<file path="src/rtl/ddm_pkg.sv">
package ddm_pkg;

    localparam int DDM_SLOTS    = 6;
    localparam int DDM_LANES    = 3;
    localparam int DDM_MOP_W    = 16;
    localparam int DDM_ROM_AW   = 6;
    localparam int DDM_HALF_MAX = 3;

    typedef enum logic [1:0] {
        ST_IDLE  = 2'd0,
        ST_SLOTS = 2'd1,
        ST_ROM   = 2'd2
    } ddm_state_e;

endpackage

</file>
<file path="src/rtl/ddm_rom.sv">
// Macro-op ROM with one read port per output lane; port k reads base + k.
// Content is computed: value {2'b11, zeros, addr}, OP flag addr[2],
// end-of-sequence when addr[1:0] == 2'b11.
module ddm_rom #(
    parameter int MOP_W  = 16,
    parameter int ROM_AW = 6,
    parameter int LANES  = 3
) (
    input  logic [ROM_AW-1:0]            base,
    output logic [LANES-1:0][MOP_W-1:0]  rd_mop,
    output logic [LANES-1:0]             rd_two_ops,
    output logic [LANES-1:0]             rd_eos
);

    localparam int PAD_W = MOP_W - ROM_AW - 2;

    for (genvar k = 0; k < LANES; k++) begin : g_port
        logic [ROM_AW-1:0] addr;
        assign addr          = base + ROM_AW'(k);
        assign rd_mop[k]     = {2'b11, {PAD_W{1'b0}}, addr};
        assign rd_two_ops[k] = addr[2];
        assign rd_eos[k]     = (addr[1:0] == 2'b11);
    end

endmodule

</file>
<file path="src/rtl/ddm_half_check.sv">
// Counts valid direct-path slots per 8-byte half and flags an overfull window.
module ddm_half_check #(
    parameter int SLOTS    = 6,
    parameter int HALF_MAX = 3
) (
    input  logic [SLOTS-1:0] slot_vld,
    input  logic [SLOTS-1:0] slot_vec,
    input  logic [SLOTS-1:0] slot_hi,
    output logic             overfull
);

    localparam int CNT_W = $clog2(SLOTS + 1);

    logic [CNT_W-1:0] lo_cnt;
    logic [CNT_W-1:0] hi_cnt;

    always_comb begin
        lo_cnt = '0;
        hi_cnt = '0;
        for (int i = 0; i < SLOTS; i++) begin
            if (slot_vld[i] && !slot_vec[i]) begin
                if (slot_hi[i]) begin
                    hi_cnt = hi_cnt + CNT_W'(1);
                end else begin
                    lo_cnt = lo_cnt + CNT_W'(1);
                end
            end
        end
        overfull = (lo_cnt > CNT_W'(HALF_MAX)) || (hi_cnt > CNT_W'(HALF_MAX));
    end

endmodule

</file>
<file path="src/rtl/ddm_direct_pick.sv">
// Finds the oldest pending slot and gathers up to LANES consecutive
// pending direct slots, stopping at the first pending vector slot.
module ddm_direct_pick #(
    parameter int SLOTS  = 6,
    parameter int LANES  = 3,
    parameter int MOP_W  = 16,
    parameter int SIDX_W = 3
) (
    input  logic [SLOTS-1:0]             pend,
    input  logic [SLOTS-1:0]             slot_vec,
    input  logic [SLOTS-1:0]             slot_two_ops,
    input  logic [SLOTS-1:0][MOP_W-1:0]  slot_data,
    output logic                         head_found,
    output logic                         head_vec,
    output logic [SIDX_W-1:0]            head_idx,
    output logic [LANES-1:0]             lane_vld,
    output logic [LANES-1:0]             lane_two_ops,
    output logic [LANES-1:0][MOP_W-1:0]  lane_mop,
    output logic [SLOTS-1:0]             take
);

    localparam int LCNT_W = $clog2(LANES + 1);

    logic [LCNT_W-1:0] cnt;
    logic              stop;

    always_comb begin
        head_found   = 1'b0;
        head_vec     = 1'b0;
        head_idx     = '0;
        lane_vld     = '0;
        lane_two_ops = '0;
        lane_mop     = '0;
        take         = '0;
        cnt          = '0;
        stop         = 1'b0;
        for (int i = 0; i < SLOTS; i++) begin
            if (pend[i] && !stop) begin
                if (!head_found) begin
                    head_found = 1'b1;
                    head_vec   = slot_vec[i];
                    head_idx   = SIDX_W'(i);
                end
                if (slot_vec[i] || cnt == LCNT_W'(LANES)) begin
                    stop = 1'b1;
                end else begin
                    lane_vld[cnt]     = 1'b1;
                    lane_two_ops[cnt] = slot_two_ops[i];
                    lane_mop[cnt]     = slot_data[i];
                    take[i]           = 1'b1;
                    cnt               = cnt + LCNT_W'(1);
                end
            end
        end
    end

endmodule

</file>
<file path="src/rtl/dual_decode_merge.sv">
module dual_decode_merge
    import ddm_pkg::*;
#(
    parameter int SLOTS    = DDM_SLOTS,
    parameter int LANES    = DDM_LANES,
    parameter int MOP_W    = DDM_MOP_W,
    parameter int ROM_AW   = DDM_ROM_AW,
    parameter int HALF_MAX = DDM_HALF_MAX
) (
    input  logic                     clk,
    input  logic                     rst_n,
    input  logic                     flush,
    input  logic                     win_valid,
    output logic                     win_ready,
    input  logic [SLOTS-1:0]         win_slot_vld,
    input  logic [SLOTS-1:0]         win_slot_vec,
    input  logic [SLOTS-1:0]         win_slot_hi,
    input  logic [SLOTS-1:0]         win_slot_two_ops,
    input  logic [SLOTS*MOP_W-1:0]   win_slot_data,
    output logic                     win_error,
    output logic                     out_valid,
    input  logic                     out_ready,
    output logic [LANES-1:0]         out_lane_vld,
    output logic [LANES-1:0]         out_two_ops,
    output logic [LANES*MOP_W-1:0]   out_mop
);

    localparam int SIDX_W = $clog2(SLOTS);

    // ---------------------------------------------------------------
    // State
    // ---------------------------------------------------------------
    ddm_state_e                  state_q, state_d;
    logic [SLOTS-1:0]            pend_q, pend_d;
    logic [ROM_AW-1:0]           pc_q, pc_d;
    logic [SLOTS-1:0]            vec_q;
    logic [SLOTS-1:0]            ops_q;
    logic [SLOTS-1:0][MOP_W-1:0] data_q;
    logic                        err_q;

    // ---------------------------------------------------------------
    // Submodule results
    // ---------------------------------------------------------------
    logic                        overfull;
    logic                        head_found;
    logic                        head_vec;
    logic [SIDX_W-1:0]           head_idx;
    logic [LANES-1:0]            dir_vld;
    logic [LANES-1:0]            dir_ops;
    logic [LANES-1:0][MOP_W-1:0] dir_mop;
    logic [SLOTS-1:0]            dir_take;

    logic [ROM_AW-1:0]           rom_base;
    logic [LANES-1:0][MOP_W-1:0] rom_mop;
    logic [LANES-1:0]            rom_ops;
    logic [LANES-1:0]            rom_eos;
    logic [LANES-1:0]            rom_live;
    logic                        rom_done;

    logic                        accept;
    logic                        fire;
    logic                        emit_rom;
    logic [SLOTS-1:0]            pend_after;
    logic [LANES-1:0][MOP_W-1:0] lane_mop;

    ddm_half_check #(
        .SLOTS    (SLOTS),
        .HALF_MAX (HALF_MAX)
    ) u_half_check (
        .slot_vld (win_slot_vld),
        .slot_vec (win_slot_vec),
        .slot_hi  (win_slot_hi),
        .overfull (overfull)
    );

    ddm_direct_pick #(
        .SLOTS  (SLOTS),
        .LANES  (LANES),
        .MOP_W  (MOP_W),
        .SIDX_W (SIDX_W)
    ) u_direct_pick (
        .pend         (pend_q),
        .slot_vec     (vec_q),
        .slot_two_ops (ops_q),
        .slot_data    (data_q),
        .head_found   (head_found),
        .head_vec     (head_vec),
        .head_idx     (head_idx),
        .lane_vld     (dir_vld),
        .lane_two_ops (dir_ops),
        .lane_mop     (dir_mop),
        .take         (dir_take)
    );

    assign rom_base = (state_q == ST_ROM) ? pc_q : data_q[head_idx][ROM_AW-1:0];

    ddm_rom #(
        .MOP_W  (MOP_W),
        .ROM_AW (ROM_AW),
        .LANES  (LANES)
    ) u_rom (
        .base       (rom_base),
        .rd_mop     (rom_mop),
        .rd_two_ops (rom_ops),
        .rd_eos     (rom_eos)
    );

    // A ROM lane is live until the end-of-sequence word, inclusive.
    always_comb begin
        logic alive;
        alive = 1'b1;
        for (int k = 0; k < LANES; k++) begin
            rom_live[k] = alive;
            if (rom_eos[k]) begin
                alive = 1'b0;
            end
        end
    end
    assign rom_done = |rom_eos;

    assign emit_rom  = (state_q == ST_ROM) ||
                       ((state_q == ST_SLOTS) && head_found && head_vec);
    assign win_ready = (state_q == ST_IDLE) && !flush;
    assign accept    = win_valid && win_ready;
    assign fire      = out_valid && out_ready;
    assign win_error = err_q;

    // ---------------------------------------------------------------
    // Output process
    // ---------------------------------------------------------------
    always_comb begin
        out_lane_vld = '0;
        out_two_ops  = '0;
        lane_mop     = '0;
        unique case (state_q)
            ST_IDLE: begin
                out_lane_vld = '0;
            end
            ST_SLOTS, ST_ROM: begin
                if (emit_rom) begin
                    for (int k = 0; k < LANES; k++) begin
                        out_lane_vld[k] = rom_live[k];
                        out_two_ops[k]  = rom_live[k] & rom_ops[k];
                        lane_mop[k]     = rom_live[k] ? rom_mop[k] : '0;
                    end
                end else begin
                    out_lane_vld = dir_vld;
                    out_two_ops  = dir_ops;
                    lane_mop     = dir_mop;
                end
            end
            default: begin
                out_lane_vld = '0;
            end
        endcase
    end

    assign out_mop   = lane_mop;
    assign out_valid = |out_lane_vld;

    // ---------------------------------------------------------------
    // Next-state process
    // ---------------------------------------------------------------
    always_comb begin
        state_d    = state_q;
        pend_d     = pend_q;
        pc_d       = pc_q;
        pend_after = pend_q & ~(SLOTS'(1) << head_idx);
        unique case (state_q)
            ST_IDLE: begin
                if (accept && !overfull && (|win_slot_vld)) begin
                    state_d = ST_SLOTS;
                    pend_d  = win_slot_vld;
                end
            end
            ST_SLOTS: begin
                if (fire) begin
                    if (head_vec) begin
                        if (rom_done) begin
                            pend_d  = pend_after;
                            state_d = (|pend_after) ? ST_SLOTS : ST_IDLE;
                        end else begin
                            pc_d    = rom_base + ROM_AW'(LANES);
                            state_d = ST_ROM;
                        end
                    end else begin
                        pend_d  = pend_q & ~dir_take;
                        state_d = (|(pend_q & ~dir_take)) ? ST_SLOTS : ST_IDLE;
                    end
                end
            end
            ST_ROM: begin
                if (fire) begin
                    if (rom_done) begin
                        pend_d  = pend_after;
                        state_d = (|pend_after) ? ST_SLOTS : ST_IDLE;
                    end else begin
                        pc_d = pc_q + ROM_AW'(LANES);
                    end
                end
            end
            default: begin
                state_d = ST_IDLE;
            end
        endcase
        if (flush) begin
            state_d = ST_IDLE;
            pend_d  = '0;
        end
    end

    // ---------------------------------------------------------------
    // State register process
    // ---------------------------------------------------------------
    always_ff @(posedge clk) begin
        if (!rst_n) begin
            state_q <= ST_IDLE;
            pend_q  <= '0;
            pc_q    <= '0;
            vec_q   <= '0;
            ops_q   <= '0;
            data_q  <= '0;
            err_q   <= 1'b0;
        end else begin
            state_q <= state_d;
            pend_q  <= pend_d;
            pc_q    <= pc_d;
            err_q   <= accept && overfull;
            if (accept) begin
                vec_q  <= win_slot_vec;
                ops_q  <= win_slot_two_ops;
                data_q <= win_slot_data;
            end
        end
    end

endmodule

</file>
<file path="config.mk">
export PLATFORM = sky130hd
export DESIGN_NAME = dual_decode_merge
export DESIGN_NICKNAME = d
export VERILOG_FILES = /design/src/rtl/ddm_pkg.sv /design/src/rtl/ddm_rom.sv /design/src/rtl/ddm_half_check.sv /design/src/rtl/ddm_direct_pick.sv /design/src/rtl/dual_decode_merge.sv
export SDC_FILE = /design/constraint.sdc
export NUM_CORES = 1
export LEC_CHECK = 0
export BUFFER_PORTS_ARGS = -buffer_cell sky130_fd_sc_hd__buf_2
export CORE_MARGIN = 3
export CORE_UTILIZATION = 30
export CTS_BUF_LIST = sky130_fd_sc_hd__clkbuf_2 sky130_fd_sc_hd__clkbuf_4 sky130_fd_sc_hd__clkbuf_8
export CTS_CLUSTER_DIAMETER = 150
export DETAILED_ROUTE_END_ITERATION = 8
export GPL_ROUTABILITY_DRIVEN = 0
export PLACE_DENSITY = 0.59
export RECOVER_POWER = 25
export SYNTH_ARGS = -nofsm -noshare
export SYNTH_HDL_FRONTEND = slang
export SYNTH_HIERARCHICAL = 1
export SYNTH_SLANG_ARGS = --single-unit
</file>
<file path="constraint.sdc">
create_clock -name clk -period 9 [get_ports clk]
set_clock_uncertainty 0.2 [all_clocks]
set_input_delay 1.8 -clock clk [delete_from_list [all_inputs] [get_ports clk]]
set_output_delay 1.8 -clock clk [all_outputs]
set_load 0.1 [all_outputs]
</file>
======== Word level (Yosys, flattened, before mapping) ========
Index checks and enable logic that the tools add are counted.
word-level totals
  bits in read-only memories .............. 0
  bits in latches ......................... 0
  input port bits ......................... 125
  bits in registers ....................... 123
  bits in writable memories ............... 0
  memories ................................ 0
  logic and storage cells ................. 311
operators by class
  divide/modulo/power cells ............... 0
  bitwise gates (word level) .............. 12
  multipliers ............................. 0
  $lt $le $gt $ge ......................... 13
  mux-type cells .......................... 181
  add/sub/neg operators ................... 18
  reduce and logical (&&, ||, !) cells .... 57
  equality and inequality tests ........... 17
  shift operators ......................... 1
operators by type and width
  kind                                                 count
  2-to-1 mux 48 bit                                    12
  bitwise mux 48 bit                                   5
  2-to-1 mux 3 bit                                     55
  demux 16 bit (select 2 bit)                          5
  2-to-1 mux 16 bit                                    9
  2-to-1 mux 6 bit                                     12
  2-to-1 mux 1 bit                                     54
  binary-select mux 16 bit (select 3 bit)              1
  adder 3 x 1 -> 3 bit (second input constant)         10
  2-to-1 mux 2 bit                                     15
  logical AND 1 bit                                    24
  adder 6 x 2 -> 6 bit (second input constant)         3
  == test 2 bit (second input constant)                9
  one-hot mux 6 bit (3 select lines)                   1
  OR reduction 6 bit                                   3
  bitwise mux 3 bit                                    5
  < comparator 2 x 3 -> 1 bit (second input constant)  5
  logical NOT 1 bit                                    13
  bitwise AND 6 bit                                    2
  inequality test 2 bit (second input constant)        6
  NOT 6 bit                                            2
  OR 3 bit                                             4
  one-hot mux 6 bit (2 select lines)                   1
  demux 1 bit (select 2 bit)                           5
  other kinds (20)                                     38

======== Longest topological paths before layout ========
  word-level depth ........................ 33
  depth in mapped cells ................... 29
  mapped depth without buffers ............ 23

======== Cells and area by module ========
The synthesis kept the hierarchy.
by module, submodules not included
  module             cells each  times used  area an instance (µm²)
  dual_decode_merge  840         1           6,237.2
  ddm_direct_pick    468         1           3,384.5
  ddm_half_check     75          1           594.3
  ddm_rom            62          1           462.9

======== Worst setup path before layout ========
OpenSTA, ideal clock, no wires.
  kind .................................... register -> output
  start ................................... register pend_q[0]
  end ..................................... output out_mop[15]
  arrival ................................. 6,780 ps
  stages on the path, launching flop included .. 24
  setup slack ............................. 220 ps
  buffers on the path ..................... 4
  cells stage by stage .................... dfxtp_1 > nand2b_1 > ha_1 > nand2b_1 > nand3b_4 > inv_1 > ha_1 > or3b_4 > nor2_4 > xnor2_2 > inv_2 > clkbuf_1 > clkbuf_1 > ha_1 > o2111ai_1 > and2_1 > ha_1 > nand3_1 > a21o_1 > buf_2 > buf_4 > mux2_2 > nand2_1 > a21boi_0
RTL lines
  what                    line                      RTL
  from (decl)             dual_decode_merge.sv:34   logic [SLOTS-1:0] pend_q, pend_d;
  from (signal assigned)  dual_decode_merge.sv:226  pend_q <= pend_d;
  to (decl)               dual_decode_merge.sv:25   output logic [LANES*MOP_W-1:0] out_mop

======== Final worst setup path ========
  start ................................... register vec_q[1]
  end ..................................... output out_valid
RTL lines
  what                                                                  line                      RTL
  from (decl)                                                           dual_decode_merge.sv:36   logic [SLOTS-1:0] vec_q;
  from (signal assigned)                                                dual_decode_merge.sv:230  vec_q <= win_slot_vec;
  logical OR 1 bit (*)                                                  ddm_direct_pick.sv:44     if (slot_vec[i] || cnt == LCNT_W'(LANES)) begin
  branches (longest 20 deep; another with < comparator 2 x 3 -> 1 bit)  -
  2-to-1 mux 3 bit (*)                                                  ddm_direct_pick.sv:38     if (pend[i] && !stop) begin
  named net dir_vld[2]                                                  dual_decode_merge.sv:48   logic [LANES-1:0] dir_vld;
  2-to-1 mux 3 bit (*)                                                  dual_decode_merge.sv:140  if (emit_rom) begin
  2-to-1 mux 3 bit (*)                                                  dual_decode_merge.sv:135  unique case (state_q)
  OR reduction 3 bit (*)                                                dual_decode_merge.sv:159  assign out_valid = |out_lane_vld;
  to (decl)                                                             dual_decode_merge.sv:21   output logic out_valid,
Mark *: on every way through the listed nets, which the timed path passes. The select of a mux whose other input is x is not followed.

==> impl_metrics.tcl <==
set metrics [dict create \
    status "finished, violations left" \
    violations "capacitance limit, slew limit" \
    die_area_um2 37900 \
    globalRouteOverflowTotal 0 \
    grt_usage_pct 19.5 \
    ys_seq_area_share_pct 23.1 \
    initial_core_util_pct 30.7 \
    p_leak_nw 4.79 \
    critPathLaunch "vec_q[1]" \
    ioPinCount 182 \
    slew_headroom_pct -120 \
    syn_avg_cell_area_um2 7.39 \
    cts_buffer_depth 2 \
    critPathKind "flop to output pin" \
    firstDrtPassIters 7 \
    p_per_area_nw_per_um2 116 \
    rows 68 \
    reg2reg_slack_ns 1.95 \
    worstMarginPinSlew_ns 3.30 \
    ys_types 91 \
    r2r-start "vec_q[1]" \
    placed_cell_area_um2 11600 \
    final_common_cell "nand2_1" \
    clk_pin_slew_worst_paths_ns 0.07 \
    insertion_delay_ns 0.45 \
    p_total_mw 1.39 \
    grt_setup_unrepaired "no" \
    port_buffers 181 \
    cp-start-kind "flop" \
    routed_wl_um 38000 \
    min_from "data_q[14]" \
    cp_max_fo 24 \
    worst_ep_required_time_ns 7.00 \
    fin_crit_sh_pct 94.1 \
    vdd_drop_max_mv 0.0740 \
    maxSlewViolCount 111 \
    antenna_left 0 \
    coreArea_um2 34800 \
    synth_cells 1445 \
    finalInstanceArea_um2 12000 \
    dp_cells 1982 \
    ys_seq_elements 123 \
    htree_levels 4 \
    cts_buffers 17 \
    timing.fmax_ghz 0.118 \
    drtIter0Drc 936 \
    antenna_found_initial 0 \
    vias 10500 \
    hold_class "flop to flop" \
    syn_to_final_growth_pct 12.6 \
    die_y_um 195 \
    cts_tree "done" \
    grt_pass1_wl_um 59200 \
    fp.dieW_um 195 \
    ys_warn_count 6 \
    fin_cells 2013 \
    drive_gt1_share_pct 23.6 \
    hpwl_um 29200 \
    post_cts_buffers 0 \
    final_cell_mix "nand2_1, buf_2, dfxtp_1" \
    grt_max_degree 93 \
    synth_area_um2 10700 \
    diodes 0 \
    wl_per_cell_um 18.9 \
    critical_path.endpoint_type "output pin" \
    setup_tns_ns 0 \
    drc 0 \
    ys_async_sr_fraction_pct 0 \
    synth_ff_type "dfxtp_1" \
    cap_viol_max_count 2 \
    cts-root-buf "clkbuf_8" \
    grt_pass1_vias 10500 \
    setup_viol 0 \
    viasPerCell 5.21 \
    final_hold_viol_count 0 \
    arrival_ns 6.47 \
    cts_resized 0 \
    nNetsFinal 1696 \
    cts_hold_buf 0 \
    cts_sinks 123 \
    min_period_ns 8.47 \
    synth-edff-count 0 \
]
-- layout make-up --
cell class | instances | area [um^2]
Multi-Input combinational cell | 1153 | 7360
Inverter | 53 | 199
Sequential cell | 123 | 2460
Timing Repair Buffer | 198 | 1020
Clock inverter | 13 | 165
Tap cell | 455 | 569
Fill cell | 3707 | 22800
Clock buffer | 18 | 248
-- flip-flops by register name (all words and copies together), names as in the netlist --
name       count
data_q        96
ops_q          6
pc_q           6
pend_q         6
state_q        2
vec_q          6
win_error      1
-- stage by stage --
stage | hold WS, ns | setup slack, ns | util, %
floorplan | 0.244 | 0.220 | -
detailed placement | 0.266 | 1.08 | 33.4
global placement | 0.267 | 1.34 | 33.4
CTS | 0.277 | 0.578 | 34.6
finish | 0.273 | 0.532 | 34.6
global route | 0.292 | 0.139 | 34.6
-- worst paths after layout --
path,endpoint,cells after the start
worst min-delay path,data_q[14],2
worst max register to register,pc_q[2],20
worst max-delay path,out_valid,17
worst min register to register,data_q[14],2
-- synthesized netlist by cell type (19+ instances only) --
cell        n  area share (%)
nand2_1   403              14
dfxtp_1   123              23
a21boi_0  117             8.2
mux2_2     94             9.9
o21ai_0    85             4.0
a21oi_1    73             3.4
clkbuf_1   68             2.4
inv_1      48             1.7
buf_4      44             3.1
nand3_1    30             1.4
ha_1       25             2.9
nand4_1    23             1.3
nor2_1     22            0.77
buf_2      19            0.89
-- cells by family (layout without fill, tap and decap cells) --
logic type / after synthesis / in the layout / synth area share (%)
other cells: 2 / 30 / 0.0703
mux: 139 / 139 / 15.1
simple gates: 578 / 578 / 25.1
xor+xnor: 20 / 20 / 1.92
fa+ha+maj: 25 / 25 / 2.93
flops: 123 / 123 / 23.1
buf+inv: 197 / 282 / 9.20
compound gates: 361 / 361 / 22.7
-- report_power, final --
part / switching (mW) / internal (mW) / total (mW) / leakage [nW]
Sequential: 0.0355 / 0.569 / 0.605 / 1.00
Combinational: 0.160 / 0.0986 / 0.258 / 3.59
Clock: 0.247 / 0.281 / 0.529 / 0.198
-- routing by layer --
layer | share of wire [%] | up-vias | global-route usage (%)
met5 | 0 | - | 0
li1 | - | 5130 | -
met2 | 51 | 319 | 35.6
met1 | 42 | 4970 | 23.5
met3 | 3.9 | 68 | 2.48
met4 | 3.1 | 0 | 6.41
-- worst max-delay path: stages, from the launching register on --
cell and delay (ns):
dfxtp_1 0.82, nand3b_1 0.27, clkinv_1 0.53, ha_1 0.45, or3b_4 0.44, nor2_4 0.21
xnor2_2 0.19, inv_2 0.07, ha_1 0.32, o2111ai_1 0.15, and2_1 0.21, ha_1 0.34
or3_1 0.43, a21oi_4 0.59, nand3b_1 0.22, or2_2 0.16, o31a_1 0.16, buf_2 0.45
No activity file was read; power rests on OpenSTA's default activity.
